==> config.mk <==
export PLATFORM = sky130hd
export DESIGN_NAME = edo_oe_ctrl
export DESIGN_NICKNAME = d
export VERILOG_FILES = /design/src/rtl/edo_pkg.sv /design/src/rtl/edo_cas_edge.sv /design/src/rtl/edo_oe_gate.sv /design/src/rtl/edo_lane_latch.sv /design/src/rtl/edo_oe_ctrl.sv
export SDC_FILE = /design/constraint.sdc
export NUM_CORES = 1
export LEC_CHECK = 0
export BUFFER_PORTS_ARGS = -buffer_cell sky130_fd_sc_hd__buf_4
export CAP_MARGIN = 25
export CELL_PAD_IN_SITES_DETAIL_PLACEMENT = 0
export CELL_PAD_IN_SITES_GLOBAL_PLACEMENT = 1
export CORE_UTILIZATION = 25
export CTS_CLUSTER_SIZE = 14
export DETAILED_ROUTE_END_ITERATION = 7
export PLACE_DENSITY = 0.65
export SLEW_MARGIN = 20
export SYNTH_ARGS = -nofsm -noshare
export SYNTH_HDL_FRONTEND = slang
export SYNTH_HIERARCHICAL = 1
export SYNTH_SLANG_ARGS = --single-unit
==> constraint.sdc <==
create_clock -name clk -period 1.45 [get_ports clk]
set_input_delay 0.145 -clock clk [delete_from_list [all_inputs] [get_ports clk]]
set_output_delay 0.145 -clock clk [all_outputs]
set_load 0.05 [all_outputs]
==> src/rtl/edo_pkg.sv <==
package edo_pkg;

   typedef enum logic [1:0] {
      RF_NONE    = 2'd0,
      RF_CBR     = 2'd1,
      RF_RASONLY = 2'd2,
      RF_HIDDEN  = 2'd3
   } rfsh_kind_e;

endpackage

==> src/rtl/edo_cas_edge.sv <==
module edo_cas_edge #(
   parameter int NUM_CAS = 2
) (
   input  logic               clk,
   input  logic               rst_n,
   input  logic [NUM_CAS-1:0] cas_n,
   output logic [NUM_CAS-1:0] fall,
   output logic               any_low,
   output logic               all_high
);

   logic [NUM_CAS-1:0] prev_q;

   for (genvar g = 0; g < NUM_CAS; g++) begin : g_strobe
      always_ff @(posedge clk or negedge rst_n) begin
         if (!rst_n) prev_q[g] <= 1'b1;
         else        prev_q[g] <= cas_n[g];
      end
      assign fall[g] = prev_q[g] & ~cas_n[g];
   end

   assign any_low  = ~(&cas_n);
   assign all_high = &cas_n;

endmodule

==> src/rtl/edo_oe_gate.sv <==
module edo_oe_gate
   import edo_pkg::*;
(
   input  logic       ras_n,
   input  logic       trg_n,
   input  logic       we_n,
   input  rfsh_kind_e kind,
   input  logic       cas_any_low,
   input  logic       cas_all_high,
   input  logic       oe_q,
   output logic       accept,
   output logic       oe_d
);

   logic release_c;
   logic force_hiz;
   logic read_ok;

   always_comb begin
      release_c = ~we_n | trg_n | (cas_all_high & ras_n);
      unique case (kind)
         RF_CBR:     force_hiz = 1'b1;
         RF_RASONLY: force_hiz = ~(cas_any_low & ~trg_n);
         default:    force_hiz = 1'b0;
      endcase
      read_ok = ~ras_n & ~trg_n & we_n & cas_any_low;
      accept  = read_ok & ~release_c & ~force_hiz & (kind != RF_HIDDEN);
      if (release_c || force_hiz) oe_d = 1'b0;
      else if (accept)            oe_d = 1'b1;
      else                        oe_d = oe_q;
   end

endmodule

==> src/rtl/edo_lane_latch.sv <==
module edo_lane_latch #(
   parameter int LW = 8
) (
   input  logic          clk,
   input  logic          rst_n,
   input  logic          load,
   input  logic [LW-1:0] d,
   output logic [LW-1:0] q
);

   always_ff @(posedge clk or negedge rst_n) begin
      if (!rst_n)    q <= '0;
      else if (load) q <= d;
   end

endmodule

==> src/rtl/edo_oe_ctrl.sv <==
module edo_oe_ctrl
   import edo_pkg::*;
#(
   parameter int DATA_W  = 16,
   parameter int NUM_CAS = 2
) (
   input  logic               clk,
   input  logic               rst_n,
   input  logic               ras_n,
   input  logic [NUM_CAS-1:0] cas_n,
   input  logic               trg_n,
   input  logic               we_n,
   input  logic [1:0]         rfsh_kind,
   input  logic [DATA_W-1:0]  din,
   output logic [DATA_W-1:0]  dout,
   output logic               oe
);

   localparam int LW = DATA_W / NUM_CAS;

   if (NUM_CAS < 1 || DATA_W < 1 || (DATA_W % NUM_CAS) != 0) begin : g_bad_cfg
      $error("edo_oe_ctrl: DATA_W must split evenly over NUM_CAS >= 1");
   end

   rfsh_kind_e         kind;
   logic [NUM_CAS-1:0] fall;
   logic               any_low, all_high;
   logic               accept, oe_d, oe_q;

   assign kind = rfsh_kind_e'(rfsh_kind);

   edo_cas_edge #(.NUM_CAS(NUM_CAS)) u_edge (
      .clk(clk), .rst_n(rst_n), .cas_n(cas_n),
      .fall(fall), .any_low(any_low), .all_high(all_high)
   );

   edo_oe_gate u_gate (
      .ras_n(ras_n), .trg_n(trg_n), .we_n(we_n), .kind(kind),
      .cas_any_low(any_low), .cas_all_high(all_high),
      .oe_q(oe_q), .accept(accept), .oe_d(oe_d)
   );

   always_ff @(posedge clk or negedge rst_n) begin
      if (!rst_n) oe_q <= 1'b0;
      else        oe_q <= oe_d;
   end

   for (genvar l = 0; l < NUM_CAS; l++) begin : g_lane
      logic lane_load;
      assign lane_load = accept & ~cas_n[l] & (fall[l] | ~oe_q);
      edo_lane_latch #(.LW(LW)) u_lat (
         .clk(clk), .rst_n(rst_n), .load(lane_load),
         .d(din[l*LW +: LW]), .q(dout[l*LW +: LW])
      );
   end

   assign oe = oe_q;

   AST_RESET_HIZ: assert property (@(posedge clk) !rst_n |=> !oe);
   AST_HOLD_AFTER_CAS: assert property (@(posedge clk) disable iff (!rst_n)
      (oe && (&cas_n) && !ras_n && !trg_n && we_n &&
       (rfsh_kind == 2'd0 || rfsh_kind == 2'd3)) |=> oe);
   AST_RELEASE: assert property (@(posedge clk) disable iff (!rst_n)
      (!we_n || trg_n || ((&cas_n) && ras_n)) |=> !oe);
   AST_ENABLE_READ: assert property (@(posedge clk) disable iff (!rst_n)
      (rfsh_kind == 2'd0 && !ras_n && !trg_n && we_n && !(&cas_n)) |=> oe);
   AST_CBR_HIZ: assert property (@(posedge clk) disable iff (!rst_n)
      (rfsh_kind == 2'd1) |=> !oe);
   AST_RASONLY_HIZ: assert property (@(posedge clk) disable iff (!rst_n)
      (rfsh_kind == 2'd2 && ((&cas_n) || trg_n)) |=> !oe);
   AST_HIDDEN_HOLD: assert property (@(posedge clk) disable iff (!rst_n)
      (rfsh_kind == 2'd3) |=> ($stable(dout) && !$rose(oe)));

endmodule

* Yosys cells after proc, flatten, opt, wreduce, memory -nomap -nowiden
Index checks and enable logic that the tools add are counted.
** Storage, ports and cells
- Register bits after elaboration :: 19
- Input port bits :: 25
- Word-level logic and storage cells :: 42
** Operators by class
- Eq/ne operators :: 3
- Muxes and demuxes :: 3
- Bitwise logic cells :: 28
- Reductions and logical operators :: 3
** Operators by type and width (count)
- 1-bit bitwise AND :: 14
- 1-bit NOT :: 10
- 1-bit OR :: 4
- 2-bit by 1-bit equality test with 1-bit output (second input constant) :: 1
- 2-bit equality test (second input constant) :: 1
- 1-bit 2-to-1 mux :: 2
- 2-bit inequality test (second input constant) :: 1
- 1-bit case mux with 2 select lines :: 1
- 2-bit AND reduction :: 1
- 2-bit nonzero test :: 1
- 1-bit logical OR :: 1

* Longest topological paths before layout
Gate-level depths: netlist (run 1).
- Depth after elaboration :: 10
- Mapped depth :: 8
- Depth with buffers taken out :: 7

* Hierarchy
The synthesis (run 1) kept the hierarchy.
** Modules (own cells, without submodules)
- edo_lane_latch :: times used 2, cells an instance 17, area an instance 331.6 µm², sequential area each 200.2 µm²
- edo_oe_gate :: times used 1, cells an instance 13, area an instance 112.6 µm², sequential area each 0.0 µm²
- edo_cas_edge :: times used 1, cells an instance 6, area an instance 75.1 µm², sequential area each 52.6 µm²
- edo_oe_ctrl :: times used 1, cells an instance 5, area an instance 70.1 µm², sequential area each 25.0 µm²

* Worst setup path before layout (run 1)
Ideal clock, no wire load.
- Kind :: input-to-reg
- Start :: input rfsh_kind[0]
- End :: register g_lane[0].u_lat.q[0]
- Setup time :: 0.125 ns
- Arrival :: 1.513 ns
- Path slack :: -0.188 ns
- Stages :: 8
- Path through :: inv_1 ha_1 nand2b_1 nand3b_2 nor4b_2 nor3b_2 buf_6 mux2_4
** Between the ends
- Cells in the longest elaborated chain, start to end :: 7
- Elaborated cells between the ends (all ways) :: 9
** Ends and longest elaborated chain
- start: declaration :: line edo_oe_ctrl.sv:13 : input logic [1:0] rfsh_kind,
- 2-bit equality test or 2-bit by 1-bit equality test with 1-bit output (tied branches) :: line edo_oe_gate.sv:21 : unique case (kind)
- 1-bit case mux with 2 select lines :: line edo_oe_gate.sv:21
- 1-bit NOT :: line edo_oe_gate.sv:27 : accept = read_ok & ~release_c & ~force_hiz & (kind != RF_HIDDEN);
- 1-bit bitwise AND :: line edo_oe_gate.sv:27
- 1-bit bitwise AND * :: line edo_oe_gate.sv:27
- net accept :: line edo_oe_ctrl.sv:28 : logic accept, oe_d, oe_q;
- 1-bit bitwise AND * (2 in series) :: line edo_oe_ctrl.sv:50 : assign lane_load = accept & ~cas_n[l] & (fall[l] | ~oe_q);
- net g_lane[0].lane_load :: line edo_oe_ctrl.sv:49 : logic lane_load;
- end signal: assignment :: line edo_lane_latch.sv:12 : if (!rst_n) q <= '0;
- end signal: assignment :: line edo_lane_latch.sv:13 : else if (load) q <= d;
- end: declaration :: line edo_lane_latch.sv:8 : output logic [LW-1:0] q
Mark *: on every way through the listed nets, which the timed path passes. The rest lies on a longest branch.
A chain may end at the register's enable or synchronous reset.

* Worst setup path after layout (run 1)
- Start :: input rfsh_kind[0]
- End :: register g_lane[1].u_lat.q[1]
** Between the ends
- Cells in the longest elaborated chain, start to end :: 7
- Elaborated cells between the ends (all ways) :: 9
** Ends and longest elaborated chain (line)
- 2-bit equality test or 2-bit by 1-bit equality test with 1-bit output (tied branches) :: edo_oe_gate.sv:21
- 1-bit case mux with 2 select lines :: edo_oe_gate.sv:21
- 1-bit NOT :: edo_oe_gate.sv:27
- 1-bit bitwise AND :: edo_oe_gate.sv:27
- 1-bit bitwise AND * :: edo_oe_gate.sv:27
- net accept :: edo_oe_ctrl.sv:28
- 1-bit bitwise AND * (2 in series) :: edo_oe_ctrl.sv:50
- net g_lane[1].lane_load :: edo_oe_ctrl.sv:49
- end signal: assignment :: edo_lane_latch.sv:12
- end signal: assignment :: edo_lane_latch.sv:13
- end: declaration :: edo_lane_latch.sv:8
Marked as above.

==> results.py, run 1 <==
metrics = {
    "layout": {
        "fin_cells": 155,
        "final_cell_mix": "buf_4 (44), dfrtp_1 (17), mux2_4 (16), clkbuf_8 (3), buf_6 (3)",
        "area.growth.synth_to_final_pct": 57.2,
        "fin_area_sq_um": 1450,
        "layout_commonest_cell": "buf_4",
        "diodes": 0,
        "fillers": 331,
        "drive_above_1_share_pct": 72.5,
        "nNetsFinal": 138,
    },
    "place": {
        "placed_cell_area_sq_um": 1350,
        "dp_worst_setup_slack_ns": -0.449,
        "dp_hpwl_mm": 1.43,
        "place_congestion": 0.817,
        "dp_cells": 149,
        "io_buffers": 41,
    },
    "drt": {
        "wl_per_cell_um": 12.0,
        "drc": 0,
        "drtIter0Drc": 32,
        "vias_per_cell": 4.11,
        "ant_nets": 0,
        "totalWireLength_mm": 1.86,
        "vias": 637,
        "dr.pass1.iters": 4,
    },
    "power": {
        "p_leak_nw": 0.704,
        "powerDensity_nw_per_um2": 1420,
        "irDropWorstVdd_mv": 0.359,
    },
    "sta": {
        "finalClockSkew_ns": 0.000934,
        "rsz0062_at_grt": "true",
        "report.final.slew_viol_count": 0,
        "slew_headroom_pct": 83.8,
        "layout_setup_ws_ns": -0.0857,
        "max_freq_ghz": 0.651,
        "finalCriticalPeriod_ns": 1.54,
        "hold_viol": 0,
        "period_share_pct": 106,
        "setup_viol_count_final": 16,
        "worst_pin_slew_ns": 0.243,
    },
    "yosys": {
        "seq_area_frac_synth_pct": 51.9,
        "synth_top_area_cell": "dfrtp_1",
        "netlist-cell-type-count": 18,
        "syn-num-nets": 86,
        "ys_top_cells_by_area": "dfrtp_1 (46%), mux2_4 (26%), dfstp_2 (5.7%), ha_1 (4.1%), nor3b_2 (2.7%)",
        "synth_ff_type": "dfrtp_1",
        "synthCells": 58,
        "syn_area_sq_um": 921,
        "synth.avg_cell_area_sq_um": 15.9,
        "synth-edff-count": 0,
        "async_flop_share_pct": 100,
        "ys_seq_elements": 19,
        "synth_top_area_share_pct": 46.2,
        "yosys_warnings": 6,
    },
    "floorplan": {
        "die_area_sq_um": 3930,
        "row_count": 21,
        "dieWidth_um": 62.7,
        "die_h_um": 62.7,
        "initial_core_util_pct": 26.8,
        "ios": 42,
        "coreArea_sq_um": 3440,
    },
    "global_routing": {
        "grt_pass1_wl_mm": 3.17,
        "antenna_found_initial": 0,
        "gr-usage-all-layers_pct": 10.6,
        "grt_pass1_vias": 673,
        "gr-total-overflow": 0,
        "grt_max_degree": 20,
    },
    "hold_path": {
        "min_path_type": "in2reg",
    },
    "clock_network": {
        "numCtsBuffers": 3,
        "cts_tree": "built",
        "clk_pin_slew_ns": 0.07,
        "cts-root-buf": "clkbuf_8",
        "cts_max_level": 1,
        "clock-sinks": 19,
        "cts.path.max_buffers": 2,
        "clk_latency_ns": 0.25,
    },
    "worst_setup_path": {
        "worst-path-max-fanout": 8,
        "start_kind": "primary input",
        "critPathKind": "in2reg",
        "cp_data_arrival_time_ns": 1.67,
        "crit_path_end_kind": "flop",
        "cp.required_ns": 1.58,
    },
    "job": {
        "drv_cap": 0,
    },
    "outcome": {
        "status": "finished, violations left",
        "violations": "setup timing",
    },
}
==> registers in the layout, indices dropped and copies added, names as in the netlist <==
name            cells
g_lane.u_lat/q     16
u_edge/prev_q       2
oe                  1
==> path summary, 6_finish.rpt <==
check | from | to | slack, ns | cells after the start
max in group asynchronous | rst_n | u_edge/prev_q[1] | 0.89 | 2
min in group asynchronous | rst_n | g_lane[0].u_lat/q[0] | 0.30 | 2
max | rfsh_kind[0] | g_lane[1].u_lat/q[1] | -0.09 | 9
min reg2reg | g_lane[1].u_lat/q[0] | g_lane[1].u_lat/q[0] | 0.51 | 1
min | din[11] | g_lane[1].u_lat/q[3] | 0.12 | 2
max reg2reg | u_edge/prev_q[0] | g_lane[0].u_lat/q[7] | -0.06 | 5
==> per-stage QoR <==
step / total power [mW] / hold slack [ns] / util (%) / setup TNS [ns]
floorplan: 1.39 / -0.151 / - / -2.19
global placement: 1.69 / 0.0292 / 39.2 / -6.64
detailed placement: 1.70 / 0.0338 / 39.2 / -7.02
CTS: 2.08 / 0.114 / 42.1 / -1.28
global route: 2.17 / 0.108 / 42.1 / -2.55
finish: 2.06 / 0.122 / 42.1 / -1.16
==> worst max-delay path, cell delays in order <==
cell,delay (ns)
buf_12,0.09
inv_12,0.03
ha_4,0.25
nand2b_4,0.12
nand3b_4,0.09
nor4b_4,0.22
nor3b_2,0.23
buf_6,0.18
mux2_4,0.31
==> per-layer routing <==
layer	track usage (%)	vias up	share of wire (%)	wire length, um
met5	0	-	0	0
met4	4.36	0	0.21	4
met3	2.92	2	6.9	129
met2	17.3	33	48	900
met1	13.1	304	44	827
li1	-	298	-	-
==> what timing repair did <==
item | 4_1_cts | 5_1_grt
hold buffers | 1 | 0
setup buffers | 1 | 0
setup endpoints to repair | 16 | 16
resized for setup | 8 | 0
endpoints found under the hold margin | 17 | 0
==> cell families (layout without fill, tap and decap cells) <==
logic type                 after synthesis  in the layout  share of synthesized area [%]
DFF                                     19             19                           51.9
muxes                                   16             16                           26.1
and+or+nand+nor                         14             14                           12.5
buffers and inverters                    4             55                           3.26
adders and majority gates                3              3                           4.08
AOI/OAI and AO/OA                        2              2                           2.17
==> cell usage after synthesis, types with 2 or more instances <==
master,n
buf_6,2
dfrtp_1,17
dfstp_2,2
ha_1,3
inv_1,2
mux2_4,16
nor2_1,2
nor2b_1,3
nor3b_2,2
==> power breakdown <==
group / internal, mW / leakage, nW / switching, mW
Sequential: 0.659 / 0.231 / 0.0712
Clock: 0.195 / 0.0228 / 0.158
Combinational: 0.396 / 0.450 / 0.583
==> final cells by class <==
type | count | area (sq um) | area share, %
well taps | 46 | 57.6 | 3.98
clock buffers | 4 | 45.0 | 3.11
flip-flops and latches | 19 | 478 | 33.0
inverters | 2 | 20.0 | 1.38
repair buffers | 49 | 394 | 27.2
multi-input cells | 35 | 453 | 31.3
Power figures use the tool's default switching activity.
==> run 2: changes to the inputs <==
--- a/config.mk
+++ b/config.mk
@@ -9,10 +9,11 @@
 export CAP_MARGIN = 25
 export CELL_PAD_IN_SITES_DETAIL_PLACEMENT = 0
 export CELL_PAD_IN_SITES_GLOBAL_PLACEMENT = 1
-export CORE_UTILIZATION = 25
+export CORE_UTILIZATION = 32
 export CTS_CLUSTER_SIZE = 14
 export DETAILED_ROUTE_END_ITERATION = 7
-export PLACE_DENSITY = 0.65
+export PLACE_DENSITY = 0.79
+export SKIP_CTS_REPAIR_TIMING = 1
 export SLEW_MARGIN = 20
 export SYNTH_ARGS = -nofsm -noshare
 export SYNTH_HDL_FRONTEND = slang
==> run 2 against run 1 <==
Net effect: the flow still finishes with violations (setup timing); sequential share of layout area grew 0.82 points; cell count decreased by 9.7%; sequential power grew 0.7%; sequential cell count unchanged; utilization is 9.6 points higher; largest cell class unchanged; highest routed layer unchanged.
==> results.py, run 2 (synthesis gave the netlist of run 1 again) <==
metrics = {
    "outcome": {
        "status": "finished, violations left",
        "violations": "setup timing",
    },
    "drt": {
        "dr.pass1.iters": 4,
        "wl_per_cell_um": 13.7,
        "totalWireLength_mm": 1.92,
        "ant_nets": 0,
        "vias_per_cell": 4.56,
        "vias": 639,
        "drc": 0,
        "drtIter0Drc": 14,
    },
    "layout": {
        "layout_commonest_cell": "buf_4",
        "diodes": 0,
        "nNetsFinal": 138,
        "fin_cells": 140,
        "fillers": 245,
        "area.growth.synth_to_final_pct": 53.4,
        "fin_area_sq_um": 1410,
        "final_cell_mix": "buf_4 (43), dfrtp_1 (17), mux2_4 (16), clkbuf_4 (3), buf_6 (3)",
        "drive_above_1_share_pct": 71.6,
        "largest_register_ffs": 16,
        "final_util_pct": 51.7,
        "registers.top_by_ff_count": "g_lane.u_lat/q",
    },
    "clock_network": {
        "cts_tree": "built",
        "clk_pin_slew_ns": 0.10,
        "cts_max_level": 1,
        "clk_latency_ns": 0.29,
        "clock-sinks": 19,
        "cts-root-buf": "clkbuf_4",
        "numCtsBuffers": 3,
        "cts.path.max_buffers": 2,
    },
    "floorplan": {
        "die_h_um": 55.6,
        "dieWidth_um": 55.6,
        "ios": 42,
        "coreArea_sq_um": 2730,
        "initial_core_util_pct": 33.7,
        "die_area_sq_um": 3100,
        "row_count": 19,
    },
    "power": {
        "powerDensity_nw_per_um2": 1390,
        "irDropWorstVdd_mv": 1.02,
        "p_leak_nw": 0.695,
    },
    "sta": {
        "max_freq_ghz": 0.649,
        "layout_setup_ws_ns": -0.0915,
        "setup_viol_count_final": 16,
        "worst_pin_slew_ns": 0.243,
        "setup_tns_ns": -1.28,
        "hold_viol": 0,
        "rsz0062_at_grt": "true",
        "period_share_pct": 106,
        "report.final.slew_viol_count": 0,
        "finalClockSkew_ns": 0.00222,
        "slew_headroom_pct": 83.8,
        "finalCriticalPeriod_ns": 1.54,
    },
    "worst_setup_path": {
        "cp.required_ns": 1.64,
        "cp_data_arrival_time_ns": 1.73,
        "critPathKind": "in2reg",
        "crit_path_end_kind": "flop",
        "path_cells": "buf_12 -> inv_12 -> ha_4 -> nand2b_4 -> nand3b_4 -> nor4b_4 -> nor3b_2 -> buf_6 -> mux2_4",
        "cpPeakStageDelay_ns": 0.31,
        "start_kind": "primary input",
        "cpMaxStageDelayCell": "mux2_4",
        "worst-path-max-fanout": 8,
    },
    "job": {
        "drv_cap": 0,
    },
    "global_routing": {
        "grt_pass1_vias": 658,
        "gr-usage-all-layers_pct": 13.4,
        "grt_max_degree": 20,
        "grt_pass1_wl_mm": 3.13,
        "gr-total-overflow": 0,
        "antenna_found_initial": 0,
    },
    "hold_path": {
        "min_path_type": "in2reg",
    },
    "place": {
        "dp_cells": 133,
        "dp_hpwl_mm": 1.45,
        "placed_cell_area_sq_um": 1320,
        "dp_worst_setup_slack_ns": -0.441,
        "place_congestion": 0.710,
        "io_buffers": 41,
    },
}
run 2: cell types whose count changed in the layout (fill, tap and decap cells not counted), sizes merged:
cell / previous run / this run
buf: 48 / 47
dlygate4sd3: 1 / 2
run 2: report_power, final:
group	internal (mW)	total [mW]	switching (mW)
clock network	0.107	0.260	0.153
registers	0.657	0.735	0.0774
logic	0.395	0.974	0.579
run 2: worst max-delay path: cells and delay by family:
family / cells / cell delay [ns]
simple gates: 4 / 0.72
buf+inv: 3 / 0.31
mux: 1 / 0.31
fa+ha+maj: 1 / 0.25
run 2: worst paths after layout:
path / from / end / slack [ns] / depth (start not counted)
setup / recovery: rfsh_kind[0] / g_lane[1].u_lat/q[1] / -0.09 / 9
hold / removal: din[13] / g_lane[1].u_lat/q[5] / 0.07 / 2
setup reg to reg: u_edge/prev_q[0] / g_lane[0].u_lat/q[3] / -0.05 / 5
hold reg to reg: g_lane[1].u_lat/q[0] / g_lane[1].u_lat/q[0] / 0.52 / 1
max in group asynchronous: rst_n / u_edge/prev_q[1] / 0.94 / 2
min in group asynchronous: rst_n / g_lane[0].u_lat/q[1] / 0.25 / 2
run 2: per-stage QoR:
stage | power (mW) | hold WS (ns)
global placement | 1.69 | 0.0287
global route | 2.06 | 0.0528
CTS | 1.97 | -0.295
floorplan | 1.39 | -0.151
finish | 1.97 | 0.0748
detailed placement | 1.71 | 0.0295
run 2: final cells by class:
class / instances / area, sq um / area share, %
inverters: 2 / 20.0 / 1.42
multi-input cells: 35 / 453 / 32.1
clock buffers: 4 / 26.3 / 1.86
well taps: 31 / 38.8 / 2.75
flip-flops and latches: 19 / 478 / 33.8
repair buffers: 49 / 397 / 28.1
run 2: per-layer routing:
metal	global-route usage [%]	vias up	wire [um]
li1	-	299	-
met1	16.6	306	775
met2	21.3	29	1000
met3	3.49	5	107
met4	7.50	0	40
met5	0	-	0
